===== config.mk =====
export PLATFORM = sky130hd
export DESIGN_NAME = irq_merge_ctrl
export DESIGN_NICKNAME = d
export VERILOG_FILES = /design/src/rtl/irq_merge_pkg.sv /design/src/rtl/irq_addr_dec.sv /design/src/rtl/irq_src_group.sv /design/src/rtl/irq_merge_ctrl.sv
export SDC_FILE = /design/constraint.sdc
export NUM_CORES = 1
export LEC_CHECK = 0
export BUFFER_PORTS_ARGS = -buffer_cell sky130_fd_sc_hd__buf_2
export CAP_MARGIN = 0
export CORE_UTILIZATION = 45
export CTS_BUF_LIST = sky130_fd_sc_hd__clkbuf_4
export DETAILED_ROUTE_END_ITERATION = 8
export PLACE_DENSITY = 0.89
export SYNTH_ARGS = -nofsm -noshare
export SYNTH_HDL_FRONTEND = slang
export SYNTH_SLANG_ARGS = --single-unit

===== constraint.sdc =====
create_clock -name clk -period 2 [get_ports clk]
set_clock_uncertainty 0.15 [all_clocks]
set_input_delay 0 -clock clk [delete_from_list [all_inputs] [get_ports clk]]
set_output_delay 0 -clock clk [all_outputs]
set_load 0.03 [all_outputs]

===== src/rtl/irq_merge_pkg.sv =====
package irq_merge_pkg;
  // Register offsets decoded by driver software
  localparam int unsigned OFS_CORE_PEND = 32'h050;
  localparam int unsigned OFS_CORE_EN   = 32'h054;
  localparam int unsigned OFS_DMA_PEND  = 32'h480;
  localparam int unsigned OFS_DMA_EN    = 32'h484;
  localparam int unsigned OFS_DMA_UNMSK = 32'h488;

  // One-hot register select
  typedef struct packed {
    logic core_pend;
    logic core_en;
    logic dma_pend;
    logic dma_en;
    logic dma_unmsk;
  } reg_sel_t;
endpackage


===== src/rtl/irq_addr_dec.sv =====
module irq_addr_dec
  import irq_merge_pkg::*;
#(
  parameter int ADDR_W = 12
) (
  input  logic [ADDR_W-1:0] addr,
  output reg_sel_t          sel
);
  always_comb begin
    sel           = '0;
    sel.core_pend = (addr == ADDR_W'(OFS_CORE_PEND));
    sel.core_en   = (addr == ADDR_W'(OFS_CORE_EN));
    sel.dma_pend  = (addr == ADDR_W'(OFS_DMA_PEND));
    sel.dma_en    = (addr == ADDR_W'(OFS_DMA_EN));
    sel.dma_unmsk = (addr == ADDR_W'(OFS_DMA_UNMSK));
  end
endmodule


===== src/rtl/irq_src_group.sv =====
// One group of pending (write-1-to-clear) and enable bits.
module irq_src_group #(
  parameter int           W    = 4,
  parameter logic [W-1:0] IMPL = '1   // bits that exist; others tie to 0
) (
  input  logic         clk,
  input  logic         rst,
  input  logic [W-1:0] evt,
  input  logic         clr_wr,
  input  logic         en_wr,
  input  logic [W-1:0] wdata,
  output logic [W-1:0] pend,
  output logic [W-1:0] en,
  output logic         hit
);
  logic unused_rsvd;
  assign unused_rsvd = ^{evt & ~IMPL, wdata & ~IMPL};

  for (genvar i = 0; i < W; i++) begin : g_bit
    if (IMPL[i]) begin : g_impl
      always_ff @(posedge clk) begin
        if (rst) begin
          pend[i] <= 1'b0;
          en[i]   <= 1'b0;
        end else begin
          // new event outranks a same-cycle clear
          pend[i] <= (pend[i] & ~(clr_wr & wdata[i])) | evt[i];
          if (en_wr) en[i] <= wdata[i];
        end
      end
    end else begin : g_rsvd
      assign pend[i] = 1'b0;
      assign en[i]   = 1'b0;
    end
  end

  assign hit = |(pend & en);
endmodule


===== src/rtl/irq_merge_ctrl.sv =====
module irq_merge_ctrl
  import irq_merge_pkg::*;
#(
  parameter int                ADDR_W   = 12,
  parameter int                DATA_W   = 32,
  parameter int                CORE_W   = 4,
  parameter int                DMA_W    = 9,
  parameter logic [DMA_W-1:0]  DMA_IMPL = 9'h1FD
) (
  input  logic              clk,
  input  logic              rst,
  input  logic              reg_wr,
  input  logic              reg_rd,
  input  logic [ADDR_W-1:0] reg_addr,
  input  logic [DATA_W-1:0] reg_wdata,
  output logic [DATA_W-1:0] reg_rdata,
  input  logic [CORE_W-1:0] core_evt,
  input  logic [DMA_W-1:0]  dma_evt,
  output logic              irq_out
);
  localparam logic [CORE_W-1:0] CORE_IMPL = '1;

  reg_sel_t          sel;
  logic [CORE_W-1:0] core_pend, core_en;
  logic [DMA_W-1:0]  dma_pend, dma_en;
  logic              core_hit, dma_hit, dma_unmsk;
  logic [DATA_W-1:0] rd_val;
  logic              unused_wdata;

  assign unused_wdata = ^reg_wdata[DATA_W-1:DMA_W];

  irq_addr_dec #(.ADDR_W(ADDR_W)) u_dec (
    .addr (reg_addr),
    .sel  (sel)
  );

  irq_src_group #(.W(CORE_W), .IMPL(CORE_IMPL)) u_core (
    .clk    (clk),
    .rst    (rst),
    .evt    (core_evt),
    .clr_wr (reg_wr & sel.core_pend),
    .en_wr  (reg_wr & sel.core_en),
    .wdata  (reg_wdata[CORE_W-1:0]),
    .pend   (core_pend),
    .en     (core_en),
    .hit    (core_hit)
  );

  irq_src_group #(.W(DMA_W), .IMPL(DMA_IMPL)) u_dma (
    .clk    (clk),
    .rst    (rst),
    .evt    (dma_evt),
    .clr_wr (reg_wr & sel.dma_pend),
    .en_wr  (reg_wr & sel.dma_en),
    .wdata  (reg_wdata[DMA_W-1:0]),
    .pend   (dma_pend),
    .en     (dma_en),
    .hit    (dma_hit)
  );

  // Global DMA unmask
  always_ff @(posedge clk) begin
    if (rst)                           dma_unmsk <= 1'b0;
    else if (reg_wr && sel.dma_unmsk)  dma_unmsk <= reg_wdata[0];
  end

  // Read mux
  always_comb begin
    rd_val = '0;
    unique case (1'b1)
      sel.core_pend: rd_val[CORE_W-1:0] = core_pend;
      sel.core_en:   rd_val[CORE_W-1:0] = core_en;
      sel.dma_pend:  rd_val[DMA_W-1:0]  = dma_pend;
      sel.dma_en:    rd_val[DMA_W-1:0]  = dma_en;
      sel.dma_unmsk: rd_val[0]          = dma_unmsk;
      default:       rd_val             = '0;
    endcase
  end

  always_ff @(posedge clk) begin
    if (rst) begin
      reg_rdata <= '0;
      irq_out   <= 1'b0;
    end else begin
      reg_rdata <= reg_rd ? rd_val : '0;
      irq_out   <= core_hit | (dma_unmsk & dma_hit);
    end
  end
endmodule


==> flow_metrics.tcl, run 1 <==
set metrics [dict create \
    status "finished, final reports clean" \
    cp_max_fo 4 \
    rows 22 \
    worst_slack_ps 50.0 \
    cts_tree "yes" \
    grt_usage_pct 21.8 \
    worstHoldPathType "input pin to flip-flop" \
    hold_viol 0 \
    gp_congestion 0.860 \
    syn_to_final_growth_pct 34.8 \
    arrival_ps 2080 \
    htree_num_levels 2 \
    synth-seq-cells 35 \
    drt_iter0_drc 81 \
    clockBufferDepth 2 \
    drc_errors 0 \
    dr.pass1.iters 4 \
    criticalPathCategory "input pin to flip-flop" \
    syn_inst 193 \
    layout_commonest_cell "buf_2" \
    cp.required_ps 2130 \
    comb_power_share_pct 18.2 \
    p_switching_uw 374 \
    final.fill_count 286 \
    crit_path_start_kind "input pin" \
    cts.sinks 35 \
    grt_max_degree 24 \
    rr_startpoint "u_dma.pend[0]$_SDFF_PP0_" \
    dieArea_um2 4300 \
    rsz0062_at_grt "no" \
    totalWireLength_um 4420 \
    via_count 1665 \
    die_x_um 65.6 \
    clk_latency_ps 330 \
    dp_cells 281 \
    power_density_nw_per_um2 547 \
    crit_path_end_kind "flip-flop" \
    design_area_um2 2450 \
    ios 94 \
    min-delay-start "reg_addr[2]" \
    synth_area_um2 1820 \
    grt_pass1_vias 1612 \
    path_clk_slew_ps 100 \
    post-route-period-util_pct 97.5 \
    fin_hold_ws_ps 44.2 \
    final_layout_size_suffix_gt1_share_pct 26.0 \
    startpoint "reg_wr" \
    p_leak_nw 1.14 \
    wl_per_cell_um 13.6 \
    setup_viol 0 \
    min_period_ps 1950 \
    pre_cts_ws_ps 329 \
    root_buffer "clkbuf_4" \
    dp_hpwl_um 2880 \
    max_cap_violations 0 \
    finalPower_mw 1.34 \
    fin_cells 325 \
    n_antenna_cell 0 \
    placed_area_um2 2000 \
    switching_share_pct 27.9 \
    antenna_found_initial 0 \
    ys_seq_area_share_pct 38.5 \
    ir_worst_vdd_mv 0.302 \
    fin_util_pct 65.1 \
    clock.fmax_mhz 513 \
    mostFrequentLayoutCells "buf_2, dfxtp_1, dlygate4sd3_1" \
    yosysUniqueCellTypes 30 \
    grt_pass1_wl_um 7150 \
    p_clk_share_pct 27.6 \
    p_int_uw 968 \
    nets 337 \
    seq_power_share_pct 54.2 \
    core_area_um2 3770 \
    cts_buffers 5 \
    postRouteAntennaNets 0 \
    port_buffers 46 \
    routed_via_density 5.12 \
    start_util_pct 48.3 \
    syn_avg_cell_area_um2 9.43 \
    die_h_um 65.6 \
    tns_ps 0 \
    yosys_warnings 0 \
    drv_slew 0 \
    overflow 0 \
]
-- power groups by stage --
stage               registers [mW]  clock network, mW  logic [mW]
finish                       0.728              0.370       0.245
global placement             0.743                  0       0.179
global route                 0.730              0.417       0.263
detailed placement           0.744                  0       0.184
floorplan                    0.739                  0       0.161
CTS                          0.727              0.373       0.235
-- cell usage after synthesis --
cell | n | area (µm²)
a21oi_1 | 1 | 5.00
a22oi_1 | 9 | 67.6
a311oi_1 | 4 | 35.0
a31oi_1 | 1 | 6.26
and2_1 | 2 | 12.5
and3_1 | 2 | 12.5
and4_1 | 1 | 8.76
and4b_1 | 8 | 80.1
and4bb_1 | 1 | 12.5
buf_2 | 3 | 15.0
buf_4 | 23 | 173
buf_6 | 1 | 11.3
clkbuf_1 | 4 | 15.0
conb_1 | 1 | 3.75
dfxtp_1 | 35 | 701
inv_1 | 6 | 22.5
mux2_2 | 6 | 67.6
mux2i_1 | 18 | 180
nand2_1 | 4 | 15.0
nand2b_1 | 22 | 138
nand4_1 | 3 | 18.8
nand4_2 | 1 | 12.5
nand4b_1 | 1 | 8.76
nor2_1 | 19 | 71.3
nor2b_1 | 3 | 18.8
nor3_1 | 8 | 40.0
nor3b_1 | 2 | 15.0
nor4_4 | 2 | 42.5
o21ai_0 | 1 | 5.00
o22ai_1 | 1 | 6.26
-- worst paths after layout --
path	cells past startpoint	slack (ps)	endpoint
worst max-delay path	7	50	u_core.pend[2]$_SDFF_PP0_
worst min-delay path	3	40	reg_rdata[4]$_SDFF_PP0_
worst max register to register	4	320	reg_rdata[0]$_SDFF_PP0_
worst min register to register	2	350	u_dma.en[5]$_SDFFE_PP0P_
-- layout make-up --
class	instances	area, µm²	area share (%)
flip-flops and latches	35	701	28.5
inverters	6	22.5	0.917
repair buffers	85	619	25.2
clock buffers	6	45.0	1.83
clock inverters	2	7.51	0.306
multi-input cells	143	1000	40.7
well taps	48	60.1	2.45
-- critical path, stage by stage --
cell,delay (ps)
dlygate4sd3_1,530
buf_2,130
nor2b_2,170
nor2b_2,160
and3_2,260
a311oi_1,260
dlygate4sd3_1,580
-- cell families (layout without fill, tap and decap cells) --
kind of cell / count (synthesis) / count (layout) / synth area share [%]
AOI/OAI and AO/OA: 17 / 17 / 6.87
buffers and inverters: 37 / 99 / 13.0
DFF: 35 / 35 / 38.5
muxes: 24 / 24 / 13.6
other: 1 / 23 / 0.206
and+or+nand+nor: 79 / 79 / 27.8
-- per-layer routing --
| metal | up-vias | routed length (µm) | GRT usage, % |
|---|---|---|---|
| met5 | - | 0 | 0 |
| met4 | 0 | 152 | 10.6 |
| met3 | 15 | 247 | 5.21 |
| met2 | 69 | 2220 | 37.4 |
| met1 | 785 | 1810 | 25.3 |
| li1 | 796 | - | - |
-- flip-flops by register name, summed over array words and instances, names as in the netlist --
name and flops:
u_core.pend 4, u_core.en 4, dma_unmsk 1, u_dma.en 8, irq_out 1, reg_rdata 9
u_dma.pend 8
-- what timing repair did --
action | 4_1_cts | 5_1_grt
endpoints found under the setup margin | 0 | 9
hold buffers | 37 | 1
setup buffers | 0 | 0
hold endpoints to repair | 35 | 1
resized for setup | 0 | 10
No activity file was read; power rests on OpenSTA's default activity.
==> inputs of run 2 (changes only) <==
ABC_AREA = 1   (was default)
PLACE_DENSITY = 0.87   (was 0.89)
==> run 2 against run 1 <==
Effect of this change: routed wire length rose by 18%; non-clock buffer count rose by 6; highest routed layer unchanged; the run now ends with negative hold slack left; maximum frequency rose by 1.5%; sequential share of layout area fell by 1.5 points; sequential power rose by 0.5%; via count rose by 25%; utilization fell by 1.2 points; hold slack got worse by 73 ps; setup slack improved by 30 ps.
==> flow_metrics.tcl, run 2 <==
set metrics [dict create \
    status "finished with violations" \
    violations "negative hold slack" \
    dieArea_um2 4540 \
    syn_inst 273 \
    finalPower_mw 1.37 \
    yosysTopAreaCell "dfxtp_1" \
    start_util_pct 47.5 \
    largestRegisters "reg_rdata: 9 flops, u_dma.en: 8 flops, u_dma.pend: 8 flops" \
    fin_hold_ws_ps -28.8 \
    whs_path_depth 6 \
    ir_worst_vdd_mv 0.351 \
    yosys_warnings 0 \
    ios 94 \
    grt_pass1_wl_um 8340 \
    path_cells "dlygate4sd3_1 > buf_2 > nand4_1 > a21oi_1 > dlygate4sd3_1 > nor2_1 > dlygate4sd3_1" \
    grt_pass1_vias 1887 \
    synth_area_leaders "dfxtp_1, nand2_1, buf_4" \
    post-route-period-util_pct 96.0 \
    max_stage_delay_ps 570 \
    grt_max_degree 19 \
    slowest_stage "dlygate4sd3_1" \
    core_area_um2 4060 \
    async_reset_ff_share_pct 0 \
    hold_end "reg_rdata[6]$_SDFF_PP0_" \
    clk_latency_ps 360 \
    antenna_found_initial 0 \
    nets 423 \
    die_x_um 67.4 \
    drc_errors 0 \
    layout_commonest_cell "nand2_1" \
    cp_max_fo 2 \
    die_h_um 67.4 \
    synth-seq-cells 35 \
    synth_area_um2 1930 \
    synth.most_common_cell "nand2_1" \
    crit_top_cell "dlygate4sd3_1" \
    dp_hpwl_um 3020 \
    setup_viol 0 \
    via_count 2086 \
    placed_area_um2 2100 \
    drv_slew 0 \
    crit_path_end_kind "flip-flop" \
    cts.sinks 35 \
    min-delay-start "reg_addr[0]" \
    min_period_ps 1920 \
    regToRegSetupSlack_ps 110 \
    ys_seq_area_share_pct 36.4 \
    rsz0062_at_grt "no" \
    clock.fmax_mhz 521 \
    crit_path_start_kind "input pin" \
    ys.flop_type "dfxtp_1" \
    worstHoldPathType "input pin to flip-flop" \
    port_buffers 46 \
    wl_per_cell_um 12.7 \
    grt_usage_pct 25.1 \
    rr_startpoint "u_core.pend[1]$_SDFF_PP0_" \
    final_layout_size_suffix_gt1_share_pct 25.6 \
    overflow 0 \
    root_buffer "clkbuf_4" \
    criticalPathCategory "input pin to flip-flop" \
    cp.required_ps 2100 \
    hold_viol 4 \
    synth-edff-count 0 \
    syn_avg_cell_area_um2 7.05 \
    synth_common_cells "nand2_1, dfxtp_1, inv_1" \
    power_density_nw_per_um2 528 \
    r2r_cells 4 \
    largest_reg_flops 9 \
    crit_buf_inv 4 \
    tns_ps 0 \
    regMostFlops "reg_rdata" \
    cts_tree "yes" \
    clockBufferDepth 2 \
    final.fill_count 337 \
    synth_top_area_share_pct 36.4 \
    yosysUniqueCellTypes 24 \
    dr.pass1.iters 6 \
    postRouteAntennaNets 0 \
    p_leak_nw 1.24 \
    routed_via_density 5.05 \
    syn_to_final_growth_pct 34.6 \
    cts_buffers 5 \
    arrival_ps 2020 \
    design_area_um2 2590 \
    n_antenna_cell 0 \
    max_cap_violations 0 \
    dp_cells 363 \
    cp_top_family "buffers and inverters" \
    rows 23 \
    htree_num_levels 2 \
    mostFrequentLayoutCells "nand2_1, buf_2, dlygate4sd3_1" \
    path_depth 7 \
    totalWireLength_um 5240 \
    path_clk_slew_ps 120 \
    drt_iter0_drc 122 \
    fin_cells 413 \
    r2r_end "u_core.pend[1]$_SDFF_PP0_" \
    gp_congestion 0.858 \
]
==> run 2: cell count changes in the layout (fill, tap and decap cells not counted), moves of 11 or more <==
cell / before / now
nand3_1: 0 / 21
inv_1: 6 / 26
nand2_1: 4 / 63
nand4_1: 3 / 14
nor2_2: 0 / 19
mux2i_1: 18 / 0
nand2b_1: 22 / 0
a21oi_1: 1 / 20
==> run 2: cells by family (layout without fill, tap and decap cells) <==
| group | count (synthesis) | in the layout | share of synthesized area [%] |
|---|---|---|---|
| compound gates | 26 | 26 | 6.95 |
| buf+inv | 59 | 127 | 17.2 |
| flops | 35 | 35 | 36.4 |
| other cells | 1 | 23 | 0.195 |
| simple gates | 152 | 152 | 39.2 |
==> run 2: worst max path at each step <==
| stage | to | startpoint |
|---|---|---|
| 2_1_floorplan | u_dma.en[4]$_SDFFE_PP0P_ | reg_addr[9] |
| 3_3_place_gp | u_core.en[2]$_SDFFE_PP0P_ | reg_addr[1] |
| 3_5_place_dp | u_core.en[1]$_SDFFE_PP0P_ | reg_addr[1] |
| 4_1_cts | u_core.pend[0]$_SDFF_PP0_ | reg_addr[1] |
| 5_1_grt | u_core.pend[1]$_SDFF_PP0_ | reg_addr[9] |
| 6_report | u_core.pend[1]$_SDFF_PP0_ | reg_wdata[1] |
==> run 2: worst min-delay path, stage by stage <==
cell,delay (ps)
buf_2,90
nor2_2,40
nand2_2,110
nor3_2,90
nand2_1,60
a21oi_1,50
==> run 2: area by class of cell <==
cell class	count	area, µm²	area share [%]
inverters	28	105	4.05
flip-flops and latches	35	701	27.0
repair buffers	91	676	26.1
well taps	50	62.6	2.41
clock inverters	3	20.0	0.772
clock buffers	5	37.5	1.45
multi-input cells	201	991	38.2
==> run 2: report_power, final <==
part | internal (mW) | switching, mW
registers | 0.714 | 0.0182
clock network | 0.134 | 0.257
logic | 0.101 | 0.143
==> run 2: timing repair <==
item | CTS | global route
hold buffers | 44 | 0
setup endpoints to repair | 0 | 4
hold endpoints to repair | 32 | 0
setup buffers | 0 | 1
gates resized for setup | 0 | 7
==> run 2: metal layers <==
layer  GRT usage [%]  vias up  wire length, µm
li1                -     1001                -
met1            28.5      919             2060
met2            40.5      132             2460
met3            5.74       34              493
met4            19.4        0              232
met5               0        -                0
==> run 2: metrics by stage <==
step | util (%) | hold slack, ps | worst slack (ps)
final | 63.9 | -28.8 | 79.7
after global routing | 63.9 | 31.3 | 9.40
after CTS | 64.0 | 5.57 | 22.2
after detailed placement | 51.7 | 62.6 | 558
after global placement | 51.7 | 53.0 | 597
after floorplan | - | -32.6 | 841
